$ cat src/rtl/ecc_sm_pkg.sv
package ecc_sm_pkg;

    localparam int unsigned WORD_W    = 64;
    localparam int unsigned LANES     = WORD_W / 8;
    localparam int unsigned OFF_W     = $clog2(LANES);
    localparam int unsigned HAM_W     = 7;
    localparam int unsigned CHK_W     = HAM_W + 1;
    localparam int unsigned POS_LIMIT = 1 << HAM_W;

    typedef enum logic [1:0] {
        SZ_BYTE  = 2'd0,
        SZ_HALF  = 2'd1,
        SZ_WORD  = 2'd2,
        SZ_DWORD = 2'd3
    } st_size_e;

    typedef enum logic [0:0] {
        PH_IDLE  = 1'b0,
        PH_CHECK = 1'b1
    } phase_e;

    // Code position of a data bit: the (idx+1)-th position that is not a power of two.
    function automatic int unsigned code_pos(input int unsigned idx);
        int unsigned found;
        int unsigned seen;
        found = 0;
        seen  = 0;
        for (int unsigned k = 3; k < POS_LIMIT; k++) begin
            if ((k & (k - 1)) != 0) begin
                if (seen == idx) found = k;
                seen++;
            end
        end
        return found;
    endfunction

    // Data bits covered by Hamming check bit j.
    function automatic logic [WORD_W-1:0] cover_mask(input int unsigned j);
        logic [WORD_W-1:0] m;
        int unsigned       p;
        m = '0;
        for (int unsigned i = 0; i < WORD_W; i++) begin
            p    = code_pos(i);
            m[i] = p[j];
        end
        return m;
    endfunction

endpackage

$ cat src/rtl/ecc_sm_encode.sv
module ecc_sm_encode
    import ecc_sm_pkg::*;
(
    input  logic [WORD_W-1:0] data_i,
    output logic [CHK_W-1:0]  chk_o
);

    logic [HAM_W-1:0] ham;

    for (genvar j = 0; j < HAM_W; j++) begin : g_ham
        localparam logic [WORD_W-1:0] COVER = cover_mask(j);
        assign ham[j] = ^(data_i & COVER);
    end

    // Top bit is the overall parity across data and Hamming bits.
    assign chk_o = {^{data_i, ham}, ham};

endmodule

$ cat src/rtl/ecc_sm_decode.sv
module ecc_sm_decode
    import ecc_sm_pkg::*;
(
    input  logic [WORD_W-1:0] raw_data,
    input  logic [CHK_W-1:0]  raw_chk,
    output logic [WORD_W-1:0] fixed_data,
    output logic              err_single,
    output logic              err_double
);

    logic [CHK_W-1:0]  recomputed;
    logic [HAM_W-1:0]  syndrome;
    logic              overall;
    logic [WORD_W-1:0] flip;
    logic              data_hit;
    logic              syn_pow2;

    ecc_sm_encode u_regen (
        .data_i (raw_data),
        .chk_o  (recomputed)
    );

    assign syndrome = recomputed[HAM_W-1:0] ^ raw_chk[HAM_W-1:0];
    // Parity of the received code word, rebuilt from the regenerated bits.
    assign overall  = recomputed[HAM_W] ^ raw_chk[HAM_W] ^ (^syndrome);

    for (genvar i = 0; i < WORD_W; i++) begin : g_flip
        localparam int unsigned CP = code_pos(i);
        assign flip[i] = (syndrome == HAM_W'(CP));
    end

    assign data_hit   = |flip;
    assign syn_pow2   = (syndrome & (syndrome - 1'b1)) == '0;
    assign err_single = overall && (data_hit || syn_pow2);
    assign err_double = (!overall && (syndrome != '0)) ||
                        (overall && !data_hit && !syn_pow2);
    assign fixed_data = overall ? (raw_data ^ flip) : raw_data;

endmodule

$ cat src/rtl/ecc_sm_merge.sv
module ecc_sm_merge
    import ecc_sm_pkg::*;
(
    input  logic [WORD_W-1:0] old_word,
    input  logic [WORD_W-1:0] new_bits,
    input  logic [OFF_W-1:0]  lane_off,
    input  st_size_e          size_i,
    output logic [WORD_W-1:0] merged_o
);

    logic [LANES-1:0]  lane_en;
    logic [OFF_W-1:0]  base;
    logic [WORD_W-1:0] shifted;

    always_comb begin
        unique case (size_i)
            SZ_BYTE: begin
                base    = lane_off;
                lane_en = LANES'(1) << base;
            end
            SZ_HALF: begin
                base    = {lane_off[OFF_W-1:1], 1'b0};
                lane_en = LANES'(2'b11) << base;
            end
            SZ_WORD: begin
                base    = {lane_off[OFF_W-1], 2'b00};
                lane_en = LANES'(4'hF) << base;
            end
            default: begin
                base    = '0;
                lane_en = '1;
            end
        endcase
        shifted = new_bits << {base, 3'b000};
    end

    for (genvar b = 0; b < LANES; b++) begin : g_lane
        assign merged_o[8*b +: 8] = lane_en[b] ? shifted[8*b +: 8] : old_word[8*b +: 8];
    end

endmodule

$ cat src/rtl/ecc_store_merge.sv
module ecc_store_merge
    import ecc_sm_pkg::*;
#(
    parameter int unsigned ADDR_W = 10
) (
    input  logic              clk,
    input  logic              rst_n,
    input  logic              req_valid,
    output logic              req_ready,
    input  logic [ADDR_W-1:0] req_addr,
    input  logic [2:0]        req_off,
    input  logic [1:0]        req_size,
    input  logic [63:0]       req_data,
    output logic              mem_rd_en,
    output logic              mem_wr_en,
    output logic [ADDR_W-1:0] mem_addr,
    output logic [63:0]       mem_wdata,
    output logic [7:0]        mem_wchk,
    input  logic [63:0]       mem_rdata,
    input  logic [7:0]        mem_rchk,
    output logic              st_done,
    output logic              st_squash,
    output logic              st_corr,
    output logic              st_uncorr
);

    typedef struct packed {
        phase_e            phase;
        logic [ADDR_W-1:0] addr;
        logic [OFF_W-1:0]  off;
        st_size_e          size;
        logic [WORD_W-1:0] data;
        logic              done;
        logic              squash;
        logic              corr;
        logic              uncorr;
    } ctl_t;

    ctl_t cur_q, nxt_d;

    logic [WORD_W-1:0] fixed_word;
    logic              err_single, err_double;
    logic [WORD_W-1:0] merged_word;
    logic [WORD_W-1:0] enc_src;
    logic [CHK_W-1:0]  enc_chk;
    logic              unchanged;

    ecc_sm_decode u_dec (
        .raw_data   (mem_rdata),
        .raw_chk    (mem_rchk),
        .fixed_data (fixed_word),
        .err_single (err_single),
        .err_double (err_double)
    );

    ecc_sm_merge u_mrg (
        .old_word (fixed_word),
        .new_bits (cur_q.data),
        .lane_off (cur_q.off),
        .size_i   (cur_q.size),
        .merged_o (merged_word)
    );

    assign enc_src = (cur_q.phase == PH_CHECK) ? merged_word : req_data;

    ecc_sm_encode u_enc (
        .data_i (enc_src),
        .chk_o  (enc_chk)
    );

    // Silence test runs beside encode, on the corrected old word.
    assign unchanged = (merged_word == fixed_word);

    always_comb begin
        nxt_d        = cur_q;
        nxt_d.done   = 1'b0;
        nxt_d.squash = 1'b0;
        nxt_d.corr   = 1'b0;
        nxt_d.uncorr = 1'b0;
        req_ready    = (cur_q.phase == PH_IDLE);
        mem_rd_en    = 1'b0;
        mem_wr_en    = 1'b0;
        mem_addr     = cur_q.addr;
        mem_wdata    = enc_src;
        mem_wchk     = enc_chk;
        unique case (cur_q.phase)
            PH_IDLE: begin
                mem_addr = req_addr;
                if (req_valid) begin
                    if (st_size_e'(req_size) == SZ_DWORD) begin
                        mem_wr_en  = 1'b1;
                        nxt_d.done = 1'b1;
                    end else begin
                        mem_rd_en   = 1'b1;
                        nxt_d.phase = PH_CHECK;
                        nxt_d.addr  = req_addr;
                        nxt_d.off   = req_off;
                        nxt_d.size  = st_size_e'(req_size);
                        nxt_d.data  = req_data;
                    end
                end
            end
            default: begin
                nxt_d.phase = PH_IDLE;
                nxt_d.done  = 1'b1;
                if (err_double) begin
                    nxt_d.uncorr = 1'b1;
                end else if (err_single) begin
                    mem_wr_en  = 1'b1;
                    nxt_d.corr = 1'b1;
                end else if (unchanged) begin
                    nxt_d.squash = 1'b1;
                end else begin
                    mem_wr_en = 1'b1;
                end
            end
        endcase
    end

    always_ff @(posedge clk) begin
        if (!rst_n) cur_q <= '0;
        else        cur_q <= nxt_d;
    end

    assign st_done   = cur_q.done;
    assign st_squash = cur_q.squash;
    assign st_corr   = cur_q.corr;
    assign st_uncorr = cur_q.uncorr;

    // one memory operation per cycle; write-back reuses the read address
    p_rd_wr_excl_r1: assert property (@(posedge clk) disable iff (!rst_n)
        !(mem_rd_en && mem_wr_en));
    p_wr_addr_r1: assert property (@(posedge clk) disable iff (!rst_n)
        (mem_wr_en && $past(mem_rd_en)) |-> (mem_addr == $past(mem_addr)));
    p_rd_done_r1: assert property (@(posedge clk) disable iff (!rst_n)
        mem_rd_en |=> ##1 st_done);
    // busy cycle follows each read
    p_busy_r8: assert property (@(posedge clk) disable iff (!rst_n)
        mem_rd_en |=> (!req_ready && !mem_rd_en));
    // status pulses
    p_flags_onehot_r9: assert property (@(posedge clk) disable iff (!rst_n)
        $onehot0({st_squash, st_corr, st_uncorr}));
    p_flags_with_done_r9: assert property (@(posedge clk) disable iff (!rst_n)
        (st_squash || st_corr || st_uncorr) |-> st_done);
    // write decision seen from the status side
    p_squash_nowr_r4: assert property (@(posedge clk) disable iff (!rst_n)
        st_squash |-> !$past(mem_wr_en));
    p_corr_wr_r5: assert property (@(posedge clk) disable iff (!rst_n)
        st_corr |-> $past(mem_wr_en));
    p_uncorr_nowr_r6: assert property (@(posedge clk) disable iff (!rst_n)
        st_uncorr |-> !$past(mem_wr_en));
    // a write with no read before it is a full store, done next cycle
    p_full_done_r7: assert property (@(posedge clk) disable iff (!rst_n)
        (mem_wr_en && !$past(mem_rd_en)) |=> (st_done && !st_squash));

endmodule

$ cat config.mk
export PLATFORM = sky130hd
export DESIGN_NAME = ecc_store_merge
export DESIGN_NICKNAME = d
export VERILOG_FILES = /design/src/rtl/ecc_sm_pkg.sv /design/src/rtl/ecc_sm_encode.sv /design/src/rtl/ecc_sm_decode.sv /design/src/rtl/ecc_sm_merge.sv /design/src/rtl/ecc_store_merge.sv
export SDC_FILE = /design/constraint.sdc
export NUM_CORES = 1
export LEC_CHECK = 0
export BUFFER_PORTS_ARGS = -buffer_cell sky130_fd_sc_hd__buf_2
export CORE_ASPECT_RATIO = 1.1
export CORE_MARGIN = 3
export CORE_UTILIZATION = 30
export CTS_CLUSTER_DIAMETER = 60
export CTS_CLUSTER_SIZE = 30
export DETAILED_ROUTE_END_ITERATION = 8
export HOLD_SLACK_MARGIN = 0.02
export SYNTH_ARGS = -nofsm -noshare
export SYNTH_HDL_FRONTEND = slang
export SYNTH_SLANG_ARGS = --single-unit
$ cat constraint.sdc
create_clock -name clk -period 24.6 [get_ports clk]
set_input_delay 3.69 -clock clk [delete_from_list [all_inputs] [get_ports clk]]
set_output_delay 3.69 -clock clk [all_outputs]
set_load 0.02 [all_outputs]
==> results of run 1 <==
## per-stage QoR
step                area [µm²]  setup WS, ps  instances  hold WS (ps)
floorplan                12400         10520       1618           433
finish                   14300          8530       2327           456
global route             14300          8230       2327           478
detailed placement       14000          8810       2311           449
global placement         14000          8770       2311           440
CTS                      14300          8790       2327           459
## how the worst max path moves through the flow
stage	start	endpoint	slack [ps]
after floorplan	mem_rdata[17]	mem_wchk[7]	10520
after global placement	mem_rdata[47]	mem_wchk[7]	8770
after detailed placement	mem_rdata[30]	mem_wchk[7]	8810
after CTS	mem_rdata[30]	mem_wchk[7]	8790
after global routing	mem_rdata[47]	mem_wchk[7]	8230
final	mem_rdata[30]	mem_wchk[7]	8530
## cells by family after synthesis
kind of cell,synth area share
XOR/XNOR,0.282
AND/OR/NAND/NOR,0.210
AO/OA/AOI/OAI,0.220
buffers and inverters,0.0582
adder cells (fa/ha/maj),0.0161
flip-flops,0.135
multiplexers,0.0792
## worst reg2reg max path, cell delays in order (launching register included)
cell,delay (ps)
sky130_fd_sc_hd__dfxtp_1,490
sky130_fd_sc_hd__nor3b_2,230
sky130_fd_sc_hd__buf_4,740
sky130_fd_sc_hd__mux2i_1,890
sky130_fd_sc_hd__mux2i_1,490
sky130_fd_sc_hd__mux2i_1,590
sky130_fd_sc_hd__xnor3_1,500
sky130_fd_sc_hd__a2bb2oi_1,160
sky130_fd_sc_hd__o221ai_1,140
sky130_fd_sc_hd__a2111oi_0,600
sky130_fd_sc_hd__nand4_1,280
sky130_fd_sc_hd__nor2_1,340
## state kept, by name, summed over array words and instances (netlist names)
name and flops:
cur_q 80, st_corr 1, st_done 1, st_squash 1, st_uncorr 1
## layer usage
metal | track usage | routed length [µm] | vias to the layer above
li1 | - | - | 6069
met1 | 0.373 | 27100 | 6554
met2 | 0.461 | 29300 | 799
met3 | 0.0533 | 5550 | 149
met4 | 0.168 | 4550 | 0
met5 | 0 | 0 | -
## synth_stat cells, drive strengths merged, types with 13 or more instances
cell	number	area, µm²
a211oi	27	208
ha	16	200
o21ai	58	298
xor2	69	612
buf	27	168
a21oi	127	647
o31ai	26	205
xnor2	177	1600
o31a	19	166
and2	13	81.3
nor4	27	215
or2	13	81.3
inv	54	203
or4	20	154
nand3	23	115
clkbuf	93	350
nand2	272	1020
mux4	14	315
nor2	92	345
nor3	50	265
mux2i	49	490
mux2	16	180
nor2b	16	100
dfxtp	84	1680
a31oi	27	190
xnor3	47	1060
## area by class of cell
class,count,area share
inverters,55,0.0144
flip-flops and latches,84,0.117
clock buffers,9,0.0157
repair buffers,260,0.0938
clock inverters,7,0.00855
well taps,553,0.0482
multi-input cells,1359,0.702
==> results_tabular.tex, run 1 <==
\begin{tabular}{lr}
\hline
Metric & Value \\
\hline
\multicolumn{2}{l}{\textbf{Drt}} \\
\quad Post-DRT Antenna Nets & 0 \\
\quad Ratio of routed vias to standard cells & 5.83 \\
\quad Wirelength, routed & 66500 µm \\
\quad DRC violation total after the first TritonRoute iteration & 1858 \\
\quad Total vias in the final route & 13.6k \\
\quad Total iterations of the first detailed-routing run & 8 \\
\quad Routed wire length per instance & 28.6 µm \\
\quad Final routed DRC violation total & 0 \\
\multicolumn{2}{l}{\textbf{Floorplanning}} \\
\quad CORE AREA & 40600 µm² \\
\quad Top Ports & 243 \\
\quad DIE WIDTH & 200 µm \\
\quad Initial core utilization & 0.307 \\
\quad Die area & 44000 µm² \\
\quad Vertical die dimension & 220 µm \\
\quad Number of core rows & 77 \\
\multicolumn{2}{l}{\textbf{Global route}} \\
\quad Overflow after GRT & 0 \\
\quad Overall global routing resource usage & 0.291 \\
\quad Pin count of the biggest net entering global routing & 82 \\
\quad Initial antenna violation count & 0 \\
\quad Number of global-route vias before repair & 12.8k \\
\quad First-pass GRT wire length & 93100 µm \\
\multicolumn{2}{l}{\textbf{Setup path}} \\
\quad Master of the slowest instance on the critical path & sky130\_fd\_sc\_hd\_\_a311oi\_1 \\
\quad Setup slack on the worst flop-to-flop path & 19050 ps \\
\quad R2r startpoint & cur\_q[69] \\
\quad Reg-to-reg critical path endpoint & st\_squash \\
\quad Kind of end point of the critical path & primary output \\
\quad Arrival time worst endpoint & 12380 ps \\
\quad Number of logic stages on the critical path including buffering & 24 \\
\quad Class of the most critical setup path & in -> out \\
\quad Family with the most delay on the worst path & XOR/XNOR gates \\
\quad Cell-by-cell trace of the critical path & buf\_2 > xnor3\_1 > xnor2\_1 > xnor2\_1 > xnor2\_1 > xor2\_1 > inv\_1 > ha\_1 > xnor3\_1 > xnor2\_1 > xnor3\_1 > xnor3\_1 > xnor3\_1 > xor3\_4 > buf\_4 > or4\_1 > a311oi\_1 > a21oi\_1 > xor3\_1 > xnor3\_1 > xnor3\_1 > xnor3\_1 > xnor3\_1 > buf\_2 \\
\quad Crit-path max FO & 73 \\
\quad Most frequent cell on the critical path & sky130\_fd\_sc\_hd\_\_xnor3\_1 \\
\quad Buf/Inv on CP & 4 \\
\quad Largest stage delay, worst path & 840 ps \\
\quad CP Data Required Time & 20910 ps \\
\quad Count of cells along the worst register-to-register path & 11 \\
\quad Critical path startpoint category & primary input \\
\multicolumn{2}{l}{\textbf{Placed design}} \\
\quad Last weighted congestion value of the routability-driven placer & 1.08 \\
\quad HPWL after detailed placement & 54900 µm \\
\quad Port Buffers & 242 \\
\multicolumn{2}{l}{\textbf{Final layout}} \\
\quad Number of fillers in the final layout & 4340 \\
\quad Net count, final & 1939 \\
\quad Final core utilization & 0.354 \\
\quad ANT cells & 0 \\
\quad Footprint of the multi-input gates & 10100 µm² \\
\quad Most common cell after layout, fill and taps aside & sky130\_fd\_sc\_hd\_\_nand2\_1 \\
\quad P\&R area growth vs syn & 15.3\% \\
\quad Flip-flop and latch area & 1690 µm² \\
\quad Highest-count cells in the layout ignoring fill and taps & sky130\_fd\_sc\_hd\_\_nand2\_1 (272), sky130\_fd\_sc\_hd\_\_buf\_2 (242), sky130\_fd\_sc\_hd\_\_xnor2\_1 (171) \\
\quad Layout cell share with drive strength beyond 1 & 0.209 \\
\multicolumn{2}{l}{\textbf{Clocking}} \\
\quad Clock sink count & 84 \\
\quad Post\_cts resized & 0 \\
\quad Number of buffers inserted during clock tree synthesis & 9 \\
\quad Setup fix buffers added after clock tree synthesis & 0 \\
\quad Clock tree buffer depth & 2 \\
\quad Clock transition time at the flip-flop clock pins of the worst setup and hold paths & 70 ps \\
\quad CTS Root Cell & sky130\_fd\_sc\_hd\_\_clkbuf\_16 \\
\quad H-tree level count & 3 \\
\quad Later-pin clock latency in the skew report & 370 ps \\
\quad Number of hold buffers added after CTS & 0 \\
\quad Clock tree from TritonCTS & done \\
\multicolumn{2}{l}{\textbf{STA}} \\
\quad Actual transition at the worst max-transition pin & 1130 ps \\
\quad Period minus WS final & 16070 ps \\
\quad Setup skew after layout & 14.3 ps \\
\quad Post-route clock period utilization & 0.653 \\
\quad Slew Limit Fails & 0 \\
\quad Final sum of negative setup slack & 0 ps \\
\quad Endpoints failing setup & 0 \\
\quad Setup repair after global routing missed its margin & false \\
\quad Highest achievable clock rate & 0.0622 GHz \\
\quad Worst slew margin relative to its limit & 0.236 \\
\quad Final count of hold timing violations & 0 \\
\multicolumn{2}{l}{\textbf{Synthesis}} \\
\quad Number of instances in the synthesized netlist & 1618 \\
\quad Synth Net Count & 1788 \\
\quad Count of flip-flops with a built-in enable after synthesis & 0 \\
\quad Avg Inst Size Synth & 7.69 µm² \\
\quad Summed instance area of the synthesized netlist & 12400 µm² \\
\quad Share of synthesized registers carrying an async set or reset & 0 \\
\quad Register bit count reported by yosys & 84 \\
\quad Number of warnings printed during yosys synthesis & 0 \\
\quad Sequential fraction of the synthesis area & 0.135 \\
\quad Leading register cell type out of synthesis & sky130\_fd\_sc\_hd\_\_dfxtp\_1 \\
\quad Count of different cell masters after synthesis & 95 \\
\multicolumn{2}{l}{\textbf{Min path}} \\
\quad Class of the tightest hold or removal check & reg -> reg \\
\quad Cell depth of the worst min-delay path & 2 \\
\quad Hold path startpoint & cur\_q[80] \\
\quad Hold path endpoint & cur\_q[80] \\
\multicolumn{2}{l}{\textbf{Status}} \\
\quad Outcome & finished, final reports clean \\
\multicolumn{2}{l}{\textbf{Flow run}} \\
\quad Number of maximum-capacitance violations & 0 \\
\hline
\end{tabular}
Power of run 1 is left out: the tool's default activity adds up to more than one toggle a clock period on the data nets, which glitch-free logic cannot reach.
==> run 2: changes to the inputs <==
==> constraint.sdc (replaced) <==
create_clock -name clk -period 16.86 [get_ports clk]
set_input_delay 2.529 -clock clk [delete_from_list [all_inputs] [get_ports clk]]
set_output_delay 2.529 -clock clk [all_outputs]
set_load 0.02 [all_outputs]
==> results_tabular.tex, run 2 (same netlist as run 1, synthesis figures left out) <==
\begin{tabular}{lr}
\hline
Metric & Value \\
\hline
\multicolumn{2}{l}{\textbf{Clocking}} \\
\quad Number of buffers inserted during clock tree synthesis & 9 \\
\quad Clock tree buffer depth & 2 \\
\quad Clock tree from TritonCTS & done \\
\quad H-tree level count & 3 \\
\quad Post\_cts resized & 0 \\
\quad Number of hold buffers added after CTS & 0 \\
\quad CTS Root Cell & sky130\_fd\_sc\_hd\_\_clkbuf\_16 \\
\quad Clock sink count & 84 \\
\quad Clock transition time at the flip-flop clock pins of the worst setup and hold paths & 60 ps \\
\quad Setup fix buffers added after clock tree synthesis & 0 \\
\quad Later-pin clock latency in the skew report & 360 ps \\
\multicolumn{2}{l}{\textbf{STA}} \\
\quad Worst Hold Margin & 456 ps \\
\quad Period minus WS final & 13830 ps \\
\quad Slew Limit Fails & 0 \\
\quad Final sum of negative setup slack & 0 ps \\
\quad Highest achievable clock rate & 0.0723 GHz \\
\quad Setup repair after global routing missed its margin & false \\
\quad Post-route clock period utilization & 0.820 \\
\quad Setup skew after layout & 13.2 ps \\
\quad Setup slack after layout & 3030 ps \\
\quad Final count of hold timing violations & 0 \\
\quad Endpoints failing setup & 0 \\
\quad Worst slew margin relative to its limit & 0.227 \\
\quad Actual transition at the worst max-transition pin & 1150 ps \\
\multicolumn{2}{l}{\textbf{Final layout}} \\
\quad Layout cell share with drive strength beyond 1 & 0.210 \\
\quad Most common cell after layout, fill and taps aside & sky130\_fd\_sc\_hd\_\_nand2\_1 \\
\quad Largest reg by FF count & cur\_q \\
\quad Highest-count cells in the layout ignoring fill and taps & sky130\_fd\_sc\_hd\_\_nand2\_1 (272), sky130\_fd\_sc\_hd\_\_buf\_2 (242), sky130\_fd\_sc\_hd\_\_xnor2\_1 (171) \\
\quad Final non-filler cell total & 2331 \\
\quad Flip-flop count of the largest register after layout & 80 \\
\quad Net count, final & 1942 \\
\quad P\&R area growth vs syn & 15.1\% \\
\multicolumn{2}{l}{\textbf{Drt}} \\
\quad DRC violation total after the first TritonRoute iteration & 1684 \\
\quad Total vias in the final route & 13.4k \\
\quad Final routed DRC violation total & 0 \\
\quad Wirelength, routed & 66400 µm \\
\quad Routed wire length per instance & 28.5 µm \\
\quad Post-DRT Antenna Nets & 0 \\
\quad Ratio of routed vias to standard cells & 5.76 \\
\quad Total iterations of the first detailed-routing run & 6 \\
\multicolumn{2}{l}{\textbf{Placed design}} \\
\quad HPWL after detailed placement & 54800 µm \\
\quad Port Buffers & 242 \\
\quad Total placed cells including tap cells & 2314 \\
\quad Last weighted congestion value of the routability-driven placer & 1.10 \\
\quad Setup Slack @ Placement & 3310 ps \\
\multicolumn{2}{l}{\textbf{Global route}} \\
\quad Pin count of the biggest net entering global routing & 82 \\
\quad Initial antenna violation count & 0 \\
\quad Overflow after GRT & 0 \\
\quad First-pass GRT wire length & 92100 µm \\
\quad Overall global routing resource usage & 0.288 \\
\quad Number of global-route vias before repair & 12.6k \\
\multicolumn{2}{l}{\textbf{Setup path}} \\
\quad CP Data Required Time & 14330 ps \\
\quad Arrival time worst endpoint & 11300 ps \\
\quad Crit-path max FO & 64 \\
\quad R2r startpoint & cur\_q[69] \\
\quad Kind of end point of the critical path & primary output \\
\quad Setup slack on the worst flop-to-flop path & 11370 ps \\
\quad Class of the most critical setup path & in -> out \\
\quad Critical path startpoint category & primary input \\
\quad Reg-to-reg critical path endpoint & st\_squash \\
\quad Count of cells along the worst register-to-register path & 12 \\
\multicolumn{2}{l}{\textbf{Min path}} \\
\quad Hold path startpoint & cur\_q[82] \\
\quad Hold path endpoint & cur\_q[82] \\
\quad Class of the tightest hold or removal check & reg -> reg \\
\quad Cell depth of the worst min-delay path & 2 \\
\multicolumn{2}{l}{\textbf{Status}} \\
\quad Outcome & finished, final reports clean \\
\multicolumn{2}{l}{\textbf{Floorplanning}} \\
\quad Die area & 44000 µm² \\
\quad CORE AREA & 40600 µm² \\
\quad Vertical die dimension & 220 µm \\
\quad Top Ports & 243 \\
\quad Initial core utilization & 0.307 \\
\quad Number of core rows & 77 \\
\quad DIE WIDTH & 200 µm \\
\multicolumn{2}{l}{\textbf{Flow run}} \\
\quad Number of maximum-capacitance violations & 0 \\
\hline
\end{tabular}
-- run 2: worst max path at each step --
stage | endpoint | slack, ps | startpoint | cells after the start
6_report | mem_wchk[7] | 3030 | mem_rdata[21] | 24
4_1_cts | mem_wchk[7] | 3290 | mem_rdata[21] | 24
3_3_place_gp | mem_wchk[7] | 3390 | mem_rdata[47] | 24
5_1_grt | mem_wchk[7] | 2830 | mem_rdata[21] | 24
3_5_place_dp | mem_wchk[7] | 3310 | mem_rdata[21] | 24
2_1_floorplan | mem_wchk[7] | 5100 | mem_rdata[17] | 23
-- run 2: through the flow --
stage,cell area [µm²],utilization
2_1_floorplan,12400,-
3_3_place_gp,14000,0.346
3_5_place_dp,14000,0.346
4_1_cts,14300,0.353
5_1_grt,14300,0.353
6_report,14300,0.353
-- run 2: final cells by class --
class,count,area [µm²]
Tap cell,553,692
Clock buffer,9,225
Multi-Input combinational cell,1359,10100
Sequential cell,84,1690
Inverter,55,206
Antenna cell,1,2.50
Clock inverter,7,80.1
Fill cell,4414,26200
Timing Repair Buffer,263,1370
-- run 2: per-layer routing --
layer	track usage	up-vias	part of all wire
met5	0	-	0
met4	0.168	0	0.065
met3	0.0477	140	0.083
met2	0.454	735	0.44
met1	0.375	6481	0.41
li1	-	6071	-
-- run 2: worst max-delay path: stages --
cell and delay, ps:
sky130_fd_sc_hd__buf_2 150, sky130_fd_sc_hd__xnor2_1 300, sky130_fd_sc_hd__xnor3_1 490, sky130_fd_sc_hd__xnor2_1 210
sky130_fd_sc_hd__xnor3_1 490, sky130_fd_sc_hd__xnor2_1 420, sky130_fd_sc_hd__inv_1 150, sky130_fd_sc_hd__ha_1 310
sky130_fd_sc_hd__xnor3_1 230, sky130_fd_sc_hd__xnor2_1 170, sky130_fd_sc_hd__xnor3_1 250, sky130_fd_sc_hd__xnor3_1 200
sky130_fd_sc_hd__xnor3_1 400, sky130_fd_sc_hd__xor3_4 760, sky130_fd_sc_hd__buf_4 430, sky130_fd_sc_hd__or4_1 570
sky130_fd_sc_hd__a311oi_1 800, sky130_fd_sc_hd__a21oi_1 270, sky130_fd_sc_hd__xor3_1 550, sky130_fd_sc_hd__xnor3_1 330
sky130_fd_sc_hd__xnor3_1 450, sky130_fd_sc_hd__xnor3_1 240, sky130_fd_sc_hd__xnor3_1 350, sky130_fd_sc_hd__buf_2 170
Power of run 2 is left out for the same reason.
==> run 3: changes to the inputs <==
--- a/config.mk
+++ b/config.mk
@@ -5,6 +5,7 @@
 export SDC_FILE = /design/constraint.sdc
 export NUM_CORES = 1
 export LEC_CHECK = 0
+export ABC_AREA = 1
 export BUFFER_PORTS_ARGS = -buffer_cell sky130_fd_sc_hd__buf_2
 export CORE_ASPECT_RATIO = 1.1
 export CORE_MARGIN = 3
==> constraint.sdc (replaced) <==
create_clock -name clk -period 11.93 [get_ports clk]
set_input_delay 1.7895 -clock clk [delete_from_list [all_inputs] [get_ports clk]]
set_output_delay 1.7895 -clock clk [all_outputs]
set_load 0.02 [all_outputs]
==> results_tabular.tex, run 3 <==
\begin{tabular}{lr}
\hline
Metric & Value \\
\hline
\multicolumn{2}{l}{\textbf{Clocking}} \\
\quad Clock tree from TritonCTS & done \\
\quad Later-pin clock latency in the skew report & 350 ps \\
\quad CTS Root Cell & sky130\_fd\_sc\_hd\_\_clkbuf\_16 \\
\quad Post\_cts resized & 0 \\
\quad Clock tree buffer depth & 2 \\
\quad Clock sink count & 84 \\
\quad Clock transition time at the flip-flop clock pins of the worst setup and hold paths & 70 ps \\
\quad Number of hold buffers added after CTS & 0 \\
\quad Setup fix buffers added after clock tree synthesis & 0 \\
\quad H-tree level count & 3 \\
\quad Number of buffers inserted during clock tree synthesis & 9 \\
\multicolumn{2}{l}{\textbf{Power and ir drop}} \\
\quad Leakage & 11.5 nW \\
\quad Worst voltage drop across the vdd grid & 295 µV \\
\quad Sum of internal, switching and leakage power & 5.38 mW \\
\quad Power density over the cells & 271 nW/µm² \\
\multicolumn{2}{l}{\textbf{Synthesis}} \\
\quad Count of flip-flops with a built-in enable after synthesis & 0 \\
\quad Count of different cell masters after synthesis & 56 \\
\quad Summed instance area of the synthesized netlist & 17900 µm² \\
\quad Sequential fraction of the synthesis area & 0.0937 \\
\quad Register bit count reported by yosys & 84 \\
\quad Commonest cells in the netlist & sky130\_fd\_sc\_hd\_\_nand2\_1 (1773), sky130\_fd\_sc\_hd\_\_nand3\_1 (424), sky130\_fd\_sc\_hd\_\_inv\_1 (297) \\
\quad Most area-consuming cells after synthesis & sky130\_fd\_sc\_hd\_\_nand2\_1 (37\%), sky130\_fd\_sc\_hd\_\_nand3\_1 (12\%), sky130\_fd\_sc\_hd\_\_dfxtp\_1 (9.4\%) \\
\quad Count leader, synth & sky130\_fd\_sc\_hd\_\_nand2\_1 \\
\quad Share of synthesized registers carrying an async set or reset & 0 \\
\quad Avg Inst Size Synth & 4.91 µm² \\
\quad Number of warnings printed during yosys synthesis & 0 \\
\quad Area share of the leading cell type in the synthesized netlist & 0.371 \\
\quad Cell type with the largest total area after synthesis & sky130\_fd\_sc\_hd\_\_nand2\_1 \\
\quad Number of instances in the synthesized netlist & 3656 \\
\quad Leading register cell type out of synthesis & sky130\_fd\_sc\_hd\_\_dfxtp\_1 \\
\quad Synth Net Count & 3826 \\
\multicolumn{2}{l}{\textbf{Placed design}} \\
\quad Port Buffers & 242 \\
\quad Last weighted congestion value of the routability-driven placer & 1.06 \\
\quad HPWL after detailed placement & 71000 µm \\
\multicolumn{2}{l}{\textbf{Drt}} \\
\quad Wirelength, routed & 84700 µm \\
\quad Post-DRT Antenna Nets & 0 \\
\quad Routed wire length per instance & 18.6 µm \\
\quad DRC violation total after the first TritonRoute iteration & 2538 \\
\quad Total iterations of the first detailed-routing run & 6 \\
\quad Total vias in the final route & 23.2k \\
\quad Final routed DRC violation total & 0 \\
\quad Ratio of routed vias to standard cells & 5.09 \\
\multicolumn{2}{l}{\textbf{Setup path}} \\
\quad Largest stage delay, worst path & 500 ps \\
\quad Most frequent cell on the critical path & sky130\_fd\_sc\_hd\_\_nand2\_1 \\
\quad Class of the most critical setup path & in -> out \\
\quad Critical path startpoint category & primary input \\
\quad CP Data Required Time & 10140 ps \\
\quad Kind of end point of the critical path & primary output \\
\quad Arrival time worst endpoint & 8690 ps \\
\quad Master of the slowest instance on the critical path & sky130\_fd\_sc\_hd\_\_nand2\_4 \\
\quad Crit-path max FO & 72 \\
\multicolumn{2}{l}{\textbf{Final layout}} \\
\quad Largest reg by FF count & cur\_q \\
\quad Layout cell share with drive strength beyond 1 & 0.119 \\
\quad P\&R area growth vs syn & 10.8\% \\
\quad Flip-flop count of the largest register after layout & 80 \\
\quad Number of fillers in the final layout & 6830 \\
\quad Net count, final & 3954 \\
\quad Highest-count cells in the layout ignoring fill and taps & sky130\_fd\_sc\_hd\_\_nand2\_1 (1773), sky130\_fd\_sc\_hd\_\_nand3\_1 (423), sky130\_fd\_sc\_hd\_\_inv\_1 (296) \\
\quad Most common cell after layout, fill and taps aside & sky130\_fd\_sc\_hd\_\_nand2\_1 \\
\multicolumn{2}{l}{\textbf{Floorplanning}} \\
\quad DIE WIDTH & 239 µm \\
\quad Die area & 62800 µm² \\
\quad Initial core utilization & 0.305 \\
\quad Vertical die dimension & 262 µm \\
\quad CORE AREA & 58900 µm² \\
\quad Top Ports & 243 \\
\quad Number of core rows & 93 \\
\multicolumn{2}{l}{\textbf{Global route}} \\
\quad Overall global routing resource usage & 0.258 \\
\quad First-pass GRT wire length & 124000 µm \\
\quad Pin count of the biggest net entering global routing & 104 \\
\quad Number of global-route vias before repair & 20.3k \\
\quad Overflow after GRT & 0 \\
\quad Initial antenna violation count & 11 \\
\multicolumn{2}{l}{\textbf{Flow run}} \\
\quad Number of maximum-capacitance violations & 0 \\
\multicolumn{2}{l}{\textbf{STA}} \\
\quad Actual transition at the worst max-transition pin & 1070 ps \\
\quad Worst slew margin relative to its limit & 0.283 \\
\quad Highest achievable clock rate & 0.0954 GHz \\
\quad Period minus WS final & 10480 ps \\
\quad Slew Limit Fails & 0 \\
\quad Endpoints failing setup & 0 \\
\quad Final sum of negative setup slack & 0 ps \\
\quad Setup repair after global routing missed its margin & false \\
\quad Post-route clock period utilization & 0.879 \\
\quad Final count of hold timing violations & 0 \\
\quad Setup skew after layout & 11.3 ps \\
\multicolumn{2}{l}{\textbf{Min path}} \\
\quad Class of the tightest hold or removal check & reg -> reg \\
\multicolumn{2}{l}{\textbf{Status}} \\
\quad Outcome & finished, final reports clean \\
\hline
\end{tabular}
==> run 3: cell count changes after synthesis, moves of 58 or more <==
cell | before | now
sky130_fd_sc_hd__inv_1 | 51 | 297
sky130_fd_sc_hd__a21oi_1 | 124 | 38
sky130_fd_sc_hd__xnor2_1 | 171 | 49
sky130_fd_sc_hd__nand3_1 | 23 | 424
sky130_fd_sc_hd__nand2_2 | 0 | 58
sky130_fd_sc_hd__nand2_1 | 272 | 1773
sky130_fd_sc_hd__nor2_1 | 92 | 220
sky130_fd_sc_hd__o21ai_0 | 45 | 178
==> run 3: path summary, 6_finish.rpt <==
path              slack [ps]     startpoint          end  depth (start not counted)
setup / recovery        1450  mem_rdata[40]  mem_wchk[7]                         48
hold / removal           470      cur_q[52]    cur_q[52]                          2
setup reg to reg        7010      cur_q[68]    st_squash                         18
hold reg to reg          470      cur_q[52]    cur_q[52]                          2
==> run 3: area by class of cell <==
| type | count | area (µm²) | share of cell area |
|---|---|---|---|
| Tap cell | 760 | 951 | 0.0478 |
| Clock buffer | 9 | 225 | 0.0113 |
| Antenna cell | 8 | 20.0 | 0.00101 |
| Sequential cell | 84 | 1690 | 0.0848 |
| Timing Repair Buffer | 260 | 1350 | 0.0677 |
| Inverter | 359 | 1350 | 0.0679 |
| Multi-Input combinational cell | 3070 | 14300 | 0.717 |
| Clock inverter | 6 | 46.3 | 0.00233 |
==> run 3: report_power, final <==
part	total, mW	leakage (nW)	internal [mW]	switching (mW)
combinational	4.79	10.7	1.36	3.42
sequential	0.321	0.693	0.301	0.0195
clock	0.273	0.129	0.142	0.131
total	5.38	11.5	1.81	3.57
==> run 3: cell families (layout without fill, tap and decap cells) <==
group	count (synthesis)	after routing	share of synthesized area
other cells	0	8	0
xor+xnor	174	174	0.0877
mux	8	8	0.00446
simple gates	2574	2574	0.595
flops	84	84	0.0937
fa+ha+maj	16	16	0.0112
buf+inv	502	634	0.113
compound gates	298	298	0.0951
==> run 3: stage by stage <==
stage / cell area [µm²] / worst slack, ps / util / std cells / hold WS, ps
2_1_floorplan: 17900 / 3440 / - / 3656 / 439
3_3_place_gp: 19600 / 1500 / 0.333 / 4533 / 461
3_5_place_dp: 19600 / 1450 / 0.333 / 4533 / 456
4_1_cts: 19900 / 1460 / 0.337 / 4548 / 466
5_1_grt: 19900 / 626 / 0.337 / 4553 / 491
6_report: 19900 / 1450 / 0.338 / 4556 / 470
==> run 3: per-layer routing <==
metal	up-vias	GRT usage	share of wire
met2	1005	0.396	0.43
li1	11700	-	-
met3	160	0.0266	0.075
met5	-	0	0.00047
met4	6	0.140	0.062
met1	10300	0.353	0.44
==> run 3: critical path, delay by kind of cell <==
kind / cells / cell delay, ps
buffers and inverters: 7 / 890
and+or+nand+nor: 33 / 3870
xor gates and xnor gates: 5 / 1220
adders and majority gates: 1 / 330
AOI/OAI and AO/OA: 2 / 530
No activity file was read; power rests on OpenSTA's default activity.
